$ cat config.mk
export PLATFORM = sky130hd
export DESIGN_NAME = gpio_irq_ctrl
export DESIGN_NICKNAME = d
export VERILOG_FILES = /design/src/rtl/gpio_irq_pkg.sv /design/src/rtl/gpio_sync.sv /design/src/rtl/gpio_event_detect.sv /design/src/rtl/gpio_irq_state.sv /design/src/rtl/gpio_irq_ctrl.sv
export SDC_FILE = /design/constraint.sdc
export NUM_CORES = 1
export LEC_CHECK = 0
export ABC_AREA = 1
export BUFFER_PORTS_ARGS = -buffer_cell sky130_fd_sc_hd__buf_2
export CAP_MARGIN = 30
export CELL_PAD_IN_SITES_DETAIL_PLACEMENT = 1
export CELL_PAD_IN_SITES_GLOBAL_PLACEMENT = 1
export CORE_MARGIN = 2
export CORE_UTILIZATION = 45
export CTS_BUF_LIST = sky130_fd_sc_hd__clkbuf_16
export DETAILED_ROUTE_END_ITERATION = 16
export HOLD_SLACK_MARGIN = 0.03
export PLACE_DENSITY_LB_ADDON = 0.1
export SKIP_CTS_REPAIR_TIMING = 1
export SLEW_MARGIN = 20
export SYNTH_ARGS = -nofsm -noshare
export SYNTH_HDL_FRONTEND = slang
export SYNTH_SLANG_ARGS = --single-unit
$ cat constraint.sdc
create_clock -name clk -period 2.54 [get_ports clk]
set_clock_uncertainty 0.1 [all_clocks]
set_input_delay 0.508 -clock clk [delete_from_list [all_inputs] [get_ports clk]]
set_output_delay 0.508 -clock clk [all_outputs]
set_load 0.02 [all_outputs]
$ cat src/rtl/gpio_irq_pkg.sv
// Package: shared register indices and mode encodings for the GPIO controller.
// Assumes word-addressed registers four bytes apart on a 32-bit bus.
package gpio_irq_pkg;

    // Register word indices (byte address bits 5:2).
    typedef enum logic [3:0] {
        RI_ENABLE = 4'd0,
        RI_STATUS = 4'd1,
        RI_SHOW   = 4'd2,
        RI_ACK    = 4'd3,
        RI_MSET   = 4'd4,
        RI_MCLR   = 4'd5,
        RI_DOUT   = 4'd6,
        RI_DIN    = 4'd7,
        RI_DIR    = 4'd8,
        RI_MODE0  = 4'd9,
        RI_MODE1  = 4'd10,
        RI_SPARE0 = 4'd11,
        RI_SPARE1 = 4'd12,
        RI_SPARE2 = 4'd13,
        RI_SPARE3 = 4'd14,
        RI_SRST   = 4'd15
    } reg_idx_e;

    // Mode field geometry.
    localparam int MODE_BITS       = 3;
    localparam int FIELD_STRIDE    = 4;
    localparam int FIELDS_PER_WORD = 8;

    // Mode encodings used when bit 2 is clear.
    localparam logic [1:0] MD_FALL = 2'd0;
    localparam logic [1:0] MD_RISE = 2'd1;
    localparam logic [1:0] MD_LOW  = 2'd2;
    localparam logic [1:0] MD_HIGH = 2'd3;

    // Bit that selects either-edge detection.
    localparam int MD_BOTH_BIT = 2;

endpackage

$ cat src/rtl/gpio_sync.sv
// Module: two-flop input synchronizer plus a one-cycle history stage.
// Assumes pin_raw is asynchronous to clk. 'clr' is a synchronous soft clear.
module gpio_sync #(
    parameter int WIDTH = 12
) (
    input  logic             clk,
    input  logic             rst_n,
    input  logic             clr,
    input  logic [WIDTH-1:0] pin_raw,
    output logic [WIDTH-1:0] level,
    output logic [WIDTH-1:0] prior
);

    logic [WIDTH-1:0] stage1;

    // Capture the raw pins, settle them, and keep the previous settled value.
    always_ff @(posedge clk) begin
        if (!rst_n || clr) begin
            stage1 <= '0;
            level  <= '0;
            prior  <= '0;
        end else begin
            stage1 <= pin_raw;
            level  <= stage1;
            prior  <= level;
        end
    end

endmodule

$ cat src/rtl/gpio_event_detect.sv
// Module: per-pin event decoder that turns the mode, level and history into a hit.
// Assumes level/prior come from the synchronizer. Purely combinational.
module gpio_event_detect
    import gpio_irq_pkg::*;
#(
    parameter int WIDTH = 12
) (
    input  logic [WIDTH-1:0]                level,
    input  logic [WIDTH-1:0]                prior,
    input  logic [WIDTH-1:0][MODE_BITS-1:0] mode,
    output logic [WIDTH-1:0]                hit
);

    for (genvar p = 0; p < WIDTH; p++) begin : g_pin
        logic rise, fall;

        // Edge terms for this pin.
        assign rise = level[p] & ~prior[p];
        assign fall = ~level[p] & prior[p];

        // Select the event for the programmed mode.
        always_comb begin
            if (mode[p][MD_BOTH_BIT]) begin
                hit[p] = rise | fall;
            end else begin
                case (mode[p][1:0])
                    MD_FALL: hit[p] = fall;
                    MD_RISE: hit[p] = rise;
                    MD_LOW:  hit[p] = ~level[p];
                    default: hit[p] = level[p];
                endcase
            end
        end
    end

endmodule

$ cat src/rtl/gpio_irq_state.sv
// Module: enable, mask and sticky status registers and the combined interrupt.
// Assumes at most one of the write strobes is active per cycle (one bus address).
// When an event and an acknowledge meet, the set wins.
module gpio_irq_state #(
    parameter int WIDTH = 12
) (
    input  logic             clk,
    input  logic             rst_n,
    input  logic             clr,
    input  logic [WIDTH-1:0] hit,
    input  logic             en_we,
    input  logic             mset_we,
    input  logic             mclr_we,
    input  logic             ack_we,
    input  logic [WIDTH-1:0] wbits,
    output logic [WIDTH-1:0] enable,
    output logic [WIDTH-1:0] mask,
    output logic [WIDTH-1:0] status,
    output logic [WIDTH-1:0] shown,
    output logic             irq
);

    logic [WIDTH-1:0] ack_bits;

    // Acknowledge bits apply only on a write to the acknowledge word.
    assign ack_bits = ack_we ? wbits : '0;

    // Enable register: full overwrite.
    always_ff @(posedge clk) begin
        if (!rst_n || clr) begin
            enable <= '0;
        end else if (en_we) begin
            enable <= wbits;
        end
    end

    // Mask register: ones set through one word, ones clear through the other.
    always_ff @(posedge clk) begin
        if (!rst_n || clr) begin
            mask <= '0;
        end else if (mset_we) begin
            mask <= mask | wbits;
        end else if (mclr_we) begin
            mask <= mask & ~wbits;
        end
    end

    // Status register: acknowledge clears, an enabled event sets, and set wins.
    always_ff @(posedge clk) begin
        if (!rst_n || clr) begin
            status <= '0;
        end else begin
            status <= (status & ~ack_bits) | (hit & enable);
        end
    end

    assign shown = status & ~mask;
    assign irq   = |shown;

endmodule

$ cat src/rtl/gpio_irq_ctrl.sv
// Module: top of the GPIO controller. Decodes the register bus, holds the output,
// direction, mode and soft-reset registers, and instantiates the synchronizer,
// event detector and interrupt state.
// Assumes NUM_PINS <= 16 (two mode words) and a registered one-cycle read.
module gpio_irq_ctrl
    import gpio_irq_pkg::*;
#(
    parameter int NUM_PINS = 12,
    parameter int ADDR_W   = 6,
    parameter int DATA_W   = 32
) (
    input  logic                clk,
    input  logic                rst_n,
    input  logic [ADDR_W-1:0]   bus_addr,
    input  logic                bus_wr,
    input  logic [DATA_W-1:0]   bus_wdata,
    input  logic                bus_rd,
    output logic [DATA_W-1:0]   bus_rdata,
    input  logic [NUM_PINS-1:0] pin_in,
    output logic [NUM_PINS-1:0] pin_out,
    output logic [NUM_PINS-1:0] pin_oe,
    output logic                irq
);

    localparam int IDX_W = ADDR_W - 2;
    localparam int PAD_W = DATA_W - NUM_PINS;

    logic [IDX_W-1:0]                  word_idx;
    logic [NUM_PINS-1:0]               wbits;
    logic                              srst_q;
    logic [NUM_PINS-1:0]               dout_q;
    logic [NUM_PINS-1:0]               dir_q;
    logic [NUM_PINS-1:0][MODE_BITS-1:0] mode_q;
    logic [NUM_PINS-1:0]               level, prior, hit;
    logic [NUM_PINS-1:0]               irq_enable, irq_mask, irq_status, irq_shown;
    logic [DATA_W-1:0]                 mode_word0, mode_word1;
    logic [DATA_W-1:0]                 rd_mux;
    logic                              unused_bits;

    assign word_idx    = bus_addr[ADDR_W-1:2];
    assign wbits       = bus_wdata[NUM_PINS-1:0];
    assign unused_bits = ^{bus_addr[1:0]};

    // Write strobe for one register word.
    function automatic logic wr_hit(input logic we, input logic [IDX_W-1:0] w,
                                    input reg_idx_e r);
        return we && (w == IDX_W'(r));
    endfunction

    // Soft-reset control bit; only the hard reset clears it.
    always_ff @(posedge clk) begin
        if (!rst_n) begin
            srst_q <= 1'b0;
        end else if (wr_hit(bus_wr, word_idx, RI_SRST)) begin
            srst_q <= bus_wdata[0];
        end
    end

    // Output latch register.
    always_ff @(posedge clk) begin
        if (!rst_n || srst_q) begin
            dout_q <= '0;
        end else if (wr_hit(bus_wr, word_idx, RI_DOUT)) begin
            dout_q <= wbits;
        end
    end

    // Direction register.
    always_ff @(posedge clk) begin
        if (!rst_n || srst_q) begin
            dir_q <= '0;
        end else if (wr_hit(bus_wr, word_idx, RI_DIR)) begin
            dir_q <= wbits;
        end
    end

    // Mode fields: each pin takes its 3-bit slice of its mode word.
    for (genvar p = 0; p < NUM_PINS; p++) begin : g_mode
        localparam int WSEL = p / FIELDS_PER_WORD;
        localparam int SLOT = p % FIELDS_PER_WORD;
        localparam reg_idx_e MREG = (WSEL == 0) ? RI_MODE0 : RI_MODE1;

        // Load this pin's mode on a write to its mode word.
        always_ff @(posedge clk) begin
            if (!rst_n || srst_q) begin
                mode_q[p] <= '0;
            end else if (wr_hit(bus_wr, word_idx, MREG)) begin
                mode_q[p] <= bus_wdata[SLOT*FIELD_STRIDE +: MODE_BITS];
            end
        end
    end

    assign pin_out = dout_q;
    assign pin_oe  = dir_q;

    gpio_sync #(
        .WIDTH (NUM_PINS)
    ) u_sync (
        .clk     (clk),
        .rst_n   (rst_n),
        .clr     (srst_q),
        .pin_raw (pin_in),
        .level   (level),
        .prior   (prior)
    );

    gpio_event_detect #(
        .WIDTH (NUM_PINS)
    ) u_detect (
        .level (level),
        .prior (prior),
        .mode  (mode_q),
        .hit   (hit)
    );

    gpio_irq_state #(
        .WIDTH (NUM_PINS)
    ) u_state (
        .clk     (clk),
        .rst_n   (rst_n),
        .clr     (srst_q),
        .hit     (hit),
        .en_we   (wr_hit(bus_wr, word_idx, RI_ENABLE)),
        .mset_we (wr_hit(bus_wr, word_idx, RI_MSET)),
        .mclr_we (wr_hit(bus_wr, word_idx, RI_MCLR)),
        .ack_we  (wr_hit(bus_wr, word_idx, RI_ACK)),
        .wbits   (wbits),
        .enable  (irq_enable),
        .mask    (irq_mask),
        .status  (irq_status),
        .shown   (irq_shown),
        .irq     (irq)
    );

    // Pack the mode fields back into their two words for reading.
    always_comb begin
        mode_word0 = '0;
        mode_word1 = '0;
        for (int p = 0; p < NUM_PINS; p++) begin
            if (p < FIELDS_PER_WORD) begin
                mode_word0[(p % FIELDS_PER_WORD)*FIELD_STRIDE +: MODE_BITS] = mode_q[p];
            end else begin
                mode_word1[(p % FIELDS_PER_WORD)*FIELD_STRIDE +: MODE_BITS] = mode_q[p];
            end
        end
    end

    // Read multiplexer; write-only and unused words return zero.
    always_comb begin
        rd_mux = '0;
        case (word_idx)
            IDX_W'(RI_ENABLE): rd_mux = {{PAD_W{1'b0}}, irq_enable};
            IDX_W'(RI_STATUS): rd_mux = {{PAD_W{1'b0}}, irq_status};
            IDX_W'(RI_SHOW):   rd_mux = {{PAD_W{1'b0}}, irq_shown};
            IDX_W'(RI_MSET):   rd_mux = {{PAD_W{1'b0}}, irq_mask};
            IDX_W'(RI_DOUT):   rd_mux = {{PAD_W{1'b0}}, dout_q};
            IDX_W'(RI_DIN):    rd_mux = {{PAD_W{1'b0}}, level};
            IDX_W'(RI_DIR):    rd_mux = {{PAD_W{1'b0}}, dir_q};
            IDX_W'(RI_MODE0):  rd_mux = mode_word0;
            IDX_W'(RI_MODE1):  rd_mux = mode_word1;
            IDX_W'(RI_SRST):   rd_mux = {{(DATA_W-1){1'b0}}, srst_q};
            default:           rd_mux = '0;
        endcase
    end

    // Registered read data, updated when a read is strobed.
    always_ff @(posedge clk) begin
        if (!rst_n) begin
            bus_rdata <= '0;
        end else if (bus_rd) begin
            bus_rdata <= rd_mux;
        end
    end

endmodule

==> results of run 1 <==
-- worst paths after layout --
kind / cells after the start / end
setup reg to reg: 8 / u_state.status[3]
hold reg to reg: 2 / u_sync.level[10]
setup / recovery: 5 / irq
hold / removal: 3 / u_sync.stage1[8]
-- layer usage --
metal | track usage, % | vias to the layer above | wire (µm)
li1 | - | 3570 | -
met5 | 0 | - | 0
met3 | 6.92 | 55 | 1690
met1 | 36.8 | 3622 | 11100
met2 | 48.2 | 230 | 11700
met4 | 10.6 | 0 | 676
-- worst max-delay path: cells and delay by family, from the launching register on --
family        cells  cell delay [ns]
simple gates      3             0.67
buf+inv           2             0.25
flops             1             0.32
-- per-stage QoR --
step,hold WS [ns],util (%)
after global placement,0.294,50.4
after global routing,0.188,53.7
final,0.184,53.7
after detailed placement,0.304,50.4
after floorplan,0.294,-
after CTS,0.175,53.7
-- cell usage in the layout, fill, tap and decap left out, types with 4 or more instances in the layout --
cell / n
a211oi_1: 23
a211oi_2: 17
a21oi_1: 75
a21oi_2: 10
buf_12: 4
buf_2: 98
buf_4: 24
clkbuf_16: 17
clkinv_1: 5
clkinvlp_4: 5
conb_1: 5
dfxtp_1: 160
ha_1: 24
inv_1: 122
inv_2: 8
nand2_1: 201
nand2_2: 11
nand3_1: 130
nand4_1: 10
nor2_1: 125
nor2_2: 6
nor2_4: 5
o211ai_1: 12
o21ai_0: 36
-- cell type report --
cell class | instances | area share [%]
repair buffers | 126 | 8.47
flip-flops and latches | 160 | 36.1
well taps | 220 | 3.10
clock inverters | 15 | 1.20
multi-input cells | 704 | 40.9
clock buffers | 17 | 4.80
inverters | 127 | 5.38
-- power groups by stage --
stage                     combinational [mW]  sequential, mW  clock [mW]
after global placement                 0.427            2.64           0
final                                  0.442            2.59        2.36
after CTS                              0.441            2.59        2.40
after global routing                   0.483            2.60        2.51
after floorplan                        0.247            2.65           0
after detailed placement               0.435            2.65           0
-- logic make-up (layout without fill, tap and decap cells) --
logic type	after synthesis	count (layout)	share of synthesized area [%]
buffers and inverters	191	285	10.4
AO/OA/AOI/OAI	179	179	15.2
AND/OR/NAND/NOR	496	496	28.3
flip-flops	160	160	42.1
other	1	5	0.0493
adder cells (fa/ha/maj)	24	24	3.95
==> qor.csv, run 1 <==
stage,metric,value,unit
logic_synthesis,cell area after synthesis,7600,µm²
sta,actual slew at the worst max-slew pin,0.625,ns
layout,max reg flops,36,
worst_setup_path,max incr delay on CP,0.42,ns
logic_synthesis,Synth Register Bits,160,
drt,Via density,5.46,
global_route,Overall Global Routing Usage,29.0,%
worst_setup_path,crit path from,u_state.status[3],
logic_synthesis,synthesized instance count,1051,
min_path,min-delay worst type,input pin to flop,
clocking,Root Driver,clkbuf_16,
layout,Top Registers,"mode_q: 36 flops, bus_rdata: 27 flops",
layout,register bank with the most flops,mode_q,
logic_synthesis,Syn Area/Cell,7.23,µm²
logic_synthesis,sequential cell area fraction in the yosys report,42.1,%
layout,Reg area,3200,µm²
sta,slew margin rel.,58.3,%
logic_synthesis,synth warn,0,
layout,area grow syn2layout,16.6,%
global_route,largest net degree at the start of global routing,46,
layout,Filler Cell Count,2121,
worst_setup_path,CP max FO,3,
worst_setup_path,"Arr. time, crit path",1.68,ns
layout,final cell count without fillers,1369,
die,core area,16500,µm²
layout,Nets,1214,
min_path,hold path startpoint,pin_in[8],
die,I/O pin cnt,111,
sta,RSZ-0062 raised after global routing,false,
drt,DR WL/cell,18.4,µm
sta,setup violators final,0,
layout,proportion of layout cells with a drive suffix above 1,18.2,%
clocking,"Clk pin slew, worst setup/hold paths",0.06,ns
clocking,CTS buffer count,17,
die,initial core utilization,46.0,%
clocking,H-tree lvl count,4,
worst_setup_path,R2R Setup Slk,1.08,ns
run_status,status,finished clean,
logic_synthesis,Post-synth EDFFs,0,
drt,vias post-DR,7477,
logic_synthesis,Synth Flop Type,dfxtp_1,
drt,Antenna Violating Nets Remaining,0,
worst_setup_path,startpoint types,flop,
placement,input/output buffers,98,
worst_setup_path,Critical Path End Type,primary output,
flow_run,max_cap viols,0,
worst_setup_path,Worst R2R Start,u_sync.level[3],
drt,detailed-route DRC error count,0,
power,Comb power frac,8.2,%
layout,multi-input combinational cell area,3630,µm²
power,Reg power frac,48.0,%
die,die area,17900,µm²
drt,drt total wl,25.1,mm
drt,Initial DRC Count,450,
die,chip height,134,µm
logic_synthesis,Yosys top cell by area,dfxtp_1,
power,Peak VDD IR,0.483,mV
global_route,number of global-route vias before repair,7580,
placement,pre-CTS setup slack,0.439,ns
placement,Final HPWL DP,17.6,mm
global_route,first-pass GRT wire length,40.3,mm
die,die width,134,µm
drt,DRT Pass-1 Iters,5,
sta,worst setup slack after layout,0.257,ns
sta,"Min Clock Period, post-route",2.28,ns
global_route,GRT overflow,0,
placement,placed cells,1337,
power,Power Total,5.40,mW
sta,"Hold Vio Cnt, Final",0,
logic_synthesis,Async SR Flop Fraction,0,%
placement,GP Congestion,0.853,
logic_synthesis,cell with the most instances after synthesis,nand2_1,
placement,Area after DPL,8340,µm²
clocking,Worst-Skew Late Latency,0.43,ns
worst_setup_path,WP data required,1.93,ns
power,Int Power,4.00,mW
layout,final instance area,8870,µm²
global_route,initial antenna violation count,0,
power,P per Cell Area,609,nW/µm²
layout,diodes inserted,0,
sta,final worst-path cycle share,89.9,%
worst_setup_path,"Slowest-stage cell, CP",nor4_1,
power,switch share,25.8,%
clocking,clk sinks,160,
die,row count,47,
logic_synthesis,Synth cell types,32,
sta,"Slew Viols, Final",0,
worst_setup_path,critical path cell sequence,"inv_1, nor2_1, nor4_1, nand3_1, buf_2",
sta,setup TNS,0,ns
power,Psw,1.39,mW
clocking,CTS tree,yes,
clocking,Clock Tree Buf Depth,2,
sta,Max Fclk,438,MHz
power,Pleak,3.69,nW
logic_synthesis,Synth top cells by count,"201 x nand2_1, 160 x dfxtp_1, 130 x nand3_1, 125 x nor2_1, 118 x inv_1",
logic_synthesis,top-area cell type share of the netlist area,42.1,%
worst_setup_path,WS Path Type,flop to primary output,
logic_synthesis,top post-synthesis cells by area,"dfxtp_1 42%, nand2_1 9.9%, nand3_1 8.6%",
power,Clk pwr share,43.8,%
Power figures use the tool's default switching activity.
==> inputs of run 2 (changes only) <==
- BUFFER_PORTS_ARGS: -buffer_cell sky130_fd_sc_hd__buf_2 -> -buffer_cell sky130_fd_sc_hd__buf_4
==> run 2 against run 1 <==
Highest routed layer unchanged; combinational power rose by 7.2%; clock power hardly changed; first-iteration DRC count shrank 12%; non-clock buffer count grew 6; largest cell class unchanged; via count is essentially flat; fmax decreased by 2.4%; die area unchanged; routed wire length fell by 0.30%.
==> qor.csv, run 2 (same netlist as run 1, synthesis figures left out) <==
stage,metric,value,unit
power,Pleak,3.75,nW
global_route,largest net degree at the start of global routing,35,
sta,RSZ-0062 raised after global routing,false,
sta,"Slew Viols, Final",0,
die,die width,134,µm
die,chip height,134,µm
die,initial core utilization,46.0,%
drt,Initial DRC Count,396,
power,P per Cell Area,595,nW/µm²
die,die area,17900,µm²
global_route,met2 track demand over resource,47.4,%
flow_run,max_cap viols,0,
worst_setup_path,"Slowest-stage cell, CP",nor4_1,
global_route,initial antenna violation count,0,
clocking,Worst-Skew Late Latency,0.43,ns
layout,register bank with the most flops,mode_q,
drt,Via density,5.44,
global_route,met1 Use GR,38.1,%
min_path,min-delay worst type,input pin to flop,
layout,area grow syn2layout,20.8,%
die,row count,47,
layout,Filler Cell Count,2129,
sta,slew margin rel.,54.6,%
layout,final cell count without fillers,1375,
global_route,number of global-route vias before repair,7411,
clocking,clk sinks,160,
layout,max reg flops,36,
worst_setup_path,Critical Path Stages,4,
min_path,hold depth,3,
clocking,CTS tree,yes,
placement,placed cells,1343,
sta,setup violators final,0,
worst_setup_path,cell family with most CP delay,simple AND/OR/NAND/NOR gates,
sta,"Min Clock Period, post-route",2.34,ns
sta,"Hold Vio Cnt, Final",0,
die,I/O pin cnt,111,
layout,Nets,1220,
worst_setup_path,"Arr. time, crit path",1.73,ns
worst_setup_path,max incr delay on CP,0.44,ns
sta,Max Fclk,427,MHz
drt,vias post-DR,7476,
placement,GP Congestion,0.851,
clocking,Root Driver,clkbuf_16,
drt,drt total wl,25.1,mm
clocking,H-tree lvl count,4,
global_route,met3 GRT Util,4.35,%
global_route,first-pass GRT wire length,39.6,mm
sta,setup TNS,0,ns
drt,Antenna Violating Nets Remaining,0,
drt,detailed-route DRC error count,0,
global_route,Overall Global Routing Usage,28.6,%
layout,diodes inserted,0,
worst_setup_path,CP max FO,3,
worst_setup_path,R2R Setup Slk,1.05,ns
clocking,"Clk pin slew, worst setup/hold paths",0.07,ns
sta,final worst-path cycle share,92.1,%
worst_setup_path,critical path cell sequence,"nor2_1, nor4_1, nand3_1, buf_4",
clocking,CTS buffer count,17,
layout,"commonest non-fill, non-tap cell in the layout",nand2_1,
placement,input/output buffers,98,
drt,DRT Pass-1 Iters,5,
die,core area,16500,µm²
drt,DR WL/cell,18.2,µm
global_route,GRT overflow,0,
layout,most frequent cells in the layout,"201 x nand2_1, 160 x dfxtp_1, 130 x nand3_1",
worst_setup_path,WP buf/inv,1,
power,Peak VDD IR,0.490,mV
worst_setup_path,WS Path Type,flop to primary output,
sta,actual slew at the worst max-slew pin,0.680,ns
layout,proportion of layout cells with a drive suffix above 1,19.1,%
global_route,busiest grt layer,met2,
worst_setup_path,WP data required,1.93,ns
worst_setup_path,Reg2Reg Depth,3,
run_status,status,finished clean,
placement,Final HPWL DP,17.8,mm
worst_setup_path,Critical Path End Type,primary output,
clocking,Clock Tree Buf Depth,2,
layout,Top Registers,"mode_q: 36 flops, bus_rdata: 27 flops",
worst_setup_path,startpoint types,flop,
[run 2: cell count changes in the layout (fill, tap and decap cells not counted)]
| cell | previous run | this run |
|---|---|---|
| bufinv_16 | 1 | 0 |
| inv_8 | 0 | 1 |
| clkinv_1 | 5 | 1 |
| inv_6 | 1 | 3 |
| buf_12 | 4 | 5 |
| clkinvlp_4 | 5 | 6 |
| buf_2 | 98 | 0 |
| buf_4 | 24 | 127 |
| inv_1 | 122 | 120 |
| clkinv_4 | 0 | 3 |
[run 2: metal layers]
layer	vias up	wire, µm
met3	40	1190
li1	3582	-
met5	-	0
met4	0	576
met1	3649	11300
met2	205	12000
[run 2: path summary, 6_finish.rpt]
check | from | endpoint
setup reg to reg | srst_q | u_sync.level[3]
setup / recovery | flop | irq
hold / removal | pin_in[10] | u_sync.stage1[10]
hold reg to reg | u_sync.stage1[11] | u_sync.level[11]
[run 2: area by class of cell]
class                           count  area [µm²]  share of cell area, %
Inverter                          127         477                   5.19
Clock buffer                       17         425                   4.63
Tap cell                          220         275                   3.00
Clock inverter                     15         116                   1.27
Timing Repair Buffer              132        1050                   11.5
Sequential cell                   160        3200                   34.9
Multi-Input combinational cell    704        3630                   39.5
[run 2: through the flow]
step	utilization [%]	power, mW	hold WS [ns]	area, µm²	setup slack [ns]
final	55.6	5.46	0.189	9180	0.200
after detailed placement	52.3	3.12	0.306	8640	0.352
after floorplan	-	2.89	0.294	7620	0.860
after CTS	55.6	5.48	0.181	9180	0.182
after global routing	55.6	5.64	0.188	9180	0.165
after global placement	52.3	3.10	0.294	8640	0.413
[run 2: power breakdown]
group / internal [mW] / switching, mW
registers: 2.56 / 0.0337
logic: 0.156 / 0.318
clock network: 1.26 / 1.13
total: 3.97 / 1.48
[run 2: tightest hold or removal path: stages]
cell    delay [ns]
buf_4         0.08
inv_1         0.03
nor2_1        0.08
==> inputs of run 3 (changes only) <==
- CAP_MARGIN: 30 -> 20
- CELL_PAD_IN_SITES_DETAIL_PLACEMENT: 1 -> unset
- CELL_PAD_IN_SITES_GLOBAL_PLACEMENT: 1 -> unset
- CORE_UTILIZATION: 45 -> 60
- CTS_CLUSTER_DIAMETER: unset -> 200
- PLACE_DENSITY: unset -> 0.83
- PLACE_DENSITY_LB_ADDON: 0.1 -> unset
==> run 3 against run 2 <==
Setup slack better by 0.17 ns; cell count is 4.7% lower; die area shrank 24%.
==> qor.csv, run 3 (same netlist as run 1, synthesis figures left out) <==
stage,metric,value,unit
run_status,status,finished clean,
worst_setup_path,"Arr. time, crit path",1.56,ns
sta,RSZ-0062 raised after global routing,false,
layout,proportion of layout cells with a drive suffix above 1,17.8,%
sta,"Slew Viols, Final",0,
drt,drt total wl,20.7,mm
worst_setup_path,Worst R2R Start,u_sync.level[4],
drt,Via density,5.54,
global_route,first-pass GRT wire length,32.1,mm
global_route,largest net degree at the start of global routing,58,
sta,"Min Clock Period, post-route",2.17,ns
power,Pleak,3.71,nW
placement,placed cells,1283,
die,chip height,117,µm
flow_run,max_cap viols,0,
global_route,initial antenna violation count,0,
sta,Max Fclk,461,MHz
placement,GP Congestion,0.929,
placement,pre-CTS setup slack,0.337,ns
layout,final instance area,9030,µm²
clocking,Root Driver,clkbuf_16,
global_route,GRT overflow,0,
drt,detailed-route DRC error count,0,
drt,Initial DRC Count,702,
drt,DR WL/cell,15.8,µm
worst_setup_path,WS Path Type,flop to primary output,
sta,setup TNS,0,ns
die,die width,117,µm
clocking,Clock Tree Buf Depth,2,
clocking,Worst-Skew Late Latency,0.43,ns
worst_setup_path,Critical Path End Type,primary output,
worst_setup_path,reg2reg end,u_state.status[4],
placement,Final HPWL DP,14.8,mm
layout,Top Registers,"mode_q: 36 flops, bus_rdata: 27 flops",
worst_setup_path,"Slowest-stage cell, CP",dfxtp_1,
min_path,hold depth,3,
placement,Area after DPL,8480,µm²
clocking,CTS tree,yes,
placement,input/output buffers,98,
die,initial core utilization,60.7,%
clocking,"Clk pin slew, worst setup/hold paths",0.06,ns
power,P per Cell Area,609,nW/µm²
clocking,H-tree lvl count,4,
min_path,WHS Endpoint,u_sync.stage1[7],
layout,max reg flops,36,
worst_setup_path,startpoint types,flop,
sta,final worst-path cycle share,85.4,%
layout,Filler Cell Count,1082,
drt,DRT Pass-1 Iters,6,
min_path,hold path startpoint,pin_in[7],
power,Power Total,5.50,mW
worst_setup_path,CP max FO,3,
sta,slew margin rel.,53.7,%
drt,Antenna Violating Nets Remaining,0,
worst_setup_path,R2R Setup Slk,1.12,ns
layout,diodes inserted,0,
clocking,clk sinks,160,
clocking,CTS buffer count,17,
layout,final cell count without fillers,1311,
min_path,min-delay worst type,input pin to flop,
sta,actual slew at the worst max-slew pin,0.693,ns
drt,vias post-DR,7265,
layout,register bank with the most flops,mode_q,
sta,"Hold Vio Cnt, Final",0,
layout,Nets,1208,
worst_setup_path,max incr delay on CP,0.38,ns
sta,worst setup slack after layout,0.371,ns
sta,setup violators final,0,
worst_setup_path,WP data required,1.93,ns
die,core area,12500,µm²
layout,"commonest non-fill, non-tap cell in the layout",nand2_1,
power,Peak VDD IR,0.443,mV
die,row count,41,
die,I/O pin cnt,111,
die,die area,13600,µm²
worst_setup_path,critical path cell sequence,"nor2_1, nor4_1, nand3_1, buf_4",
worst_setup_path,Reg2Reg Depth,8,
layout,"Core Util, Final",72.1,%
sta,WHS,0.190,ns
layout,area grow syn2layout,18.8,%
global_route,number of global-route vias before repair,6561,
global_route,Overall Global Routing Usage,31.3,%
layout,most frequent cells in the layout,"201 x nand2_1, 160 x dfxtp_1, 130 x nand3_1",
-- run 3: cell count changes in the layout (fill, tap and decap cells not counted) --
cell        delta
buf_12         -1
buf_4         -11
bufinv_16      +3
clkinv_1       +2
clkinv_2       +3
clkinv_4       -3
clkinvlp_4     -5
inv_6          -3
inv_8          -1
-- run 3: layout make-up --
cell class | instances | area (µm²) | share of cell area, %
inverters | 127 | 477 | 5.28
repair buffers | 120 | 951 | 10.5
clock buffers | 17 | 425 | 4.71
multi-input cells | 704 | 3630 | 40.2
clock inverters | 11 | 128 | 1.41
well taps | 172 | 215 | 2.38
flip-flops and latches | 160 | 3200 | 35.5
-- run 3: worst max-delay path, delay by kind of cell (launching register included) --
family        cells  cell delay [ns]
buf+inv           1             0.19
flops             1             0.38
simple gates      3             0.55
-- run 3: how the worst max path moves through the flow --
stage | cells after the start | startpoint | endpoint
after global placement | 8 | bus_addr[3] | pin_oe[3]
after floorplan | 6 | rst_n | pin_oe[10]
after global routing | 4 | flop | irq
after CTS | 4 | flop | irq
after detailed placement | 8 | bus_addr[3] | pin_oe[3]
final | 4 | flop | irq
-- run 3: routing by layer --
metal,part of all wire (%),GRT usage (%),vias to the layer above
met5,0,0,-
met4,3.3,14.5,0
met3,8.5,6.54,64
met2,48,52.1,340
met1,40,39.0,3301
li1,-,-,3560
-- run 3: report_power, final --
part           internal [mW]  switching [mW]  total [mW]
registers               2.56          0.0315        2.59
logic                  0.145           0.297       0.442
clock network           1.50           0.964        2.46
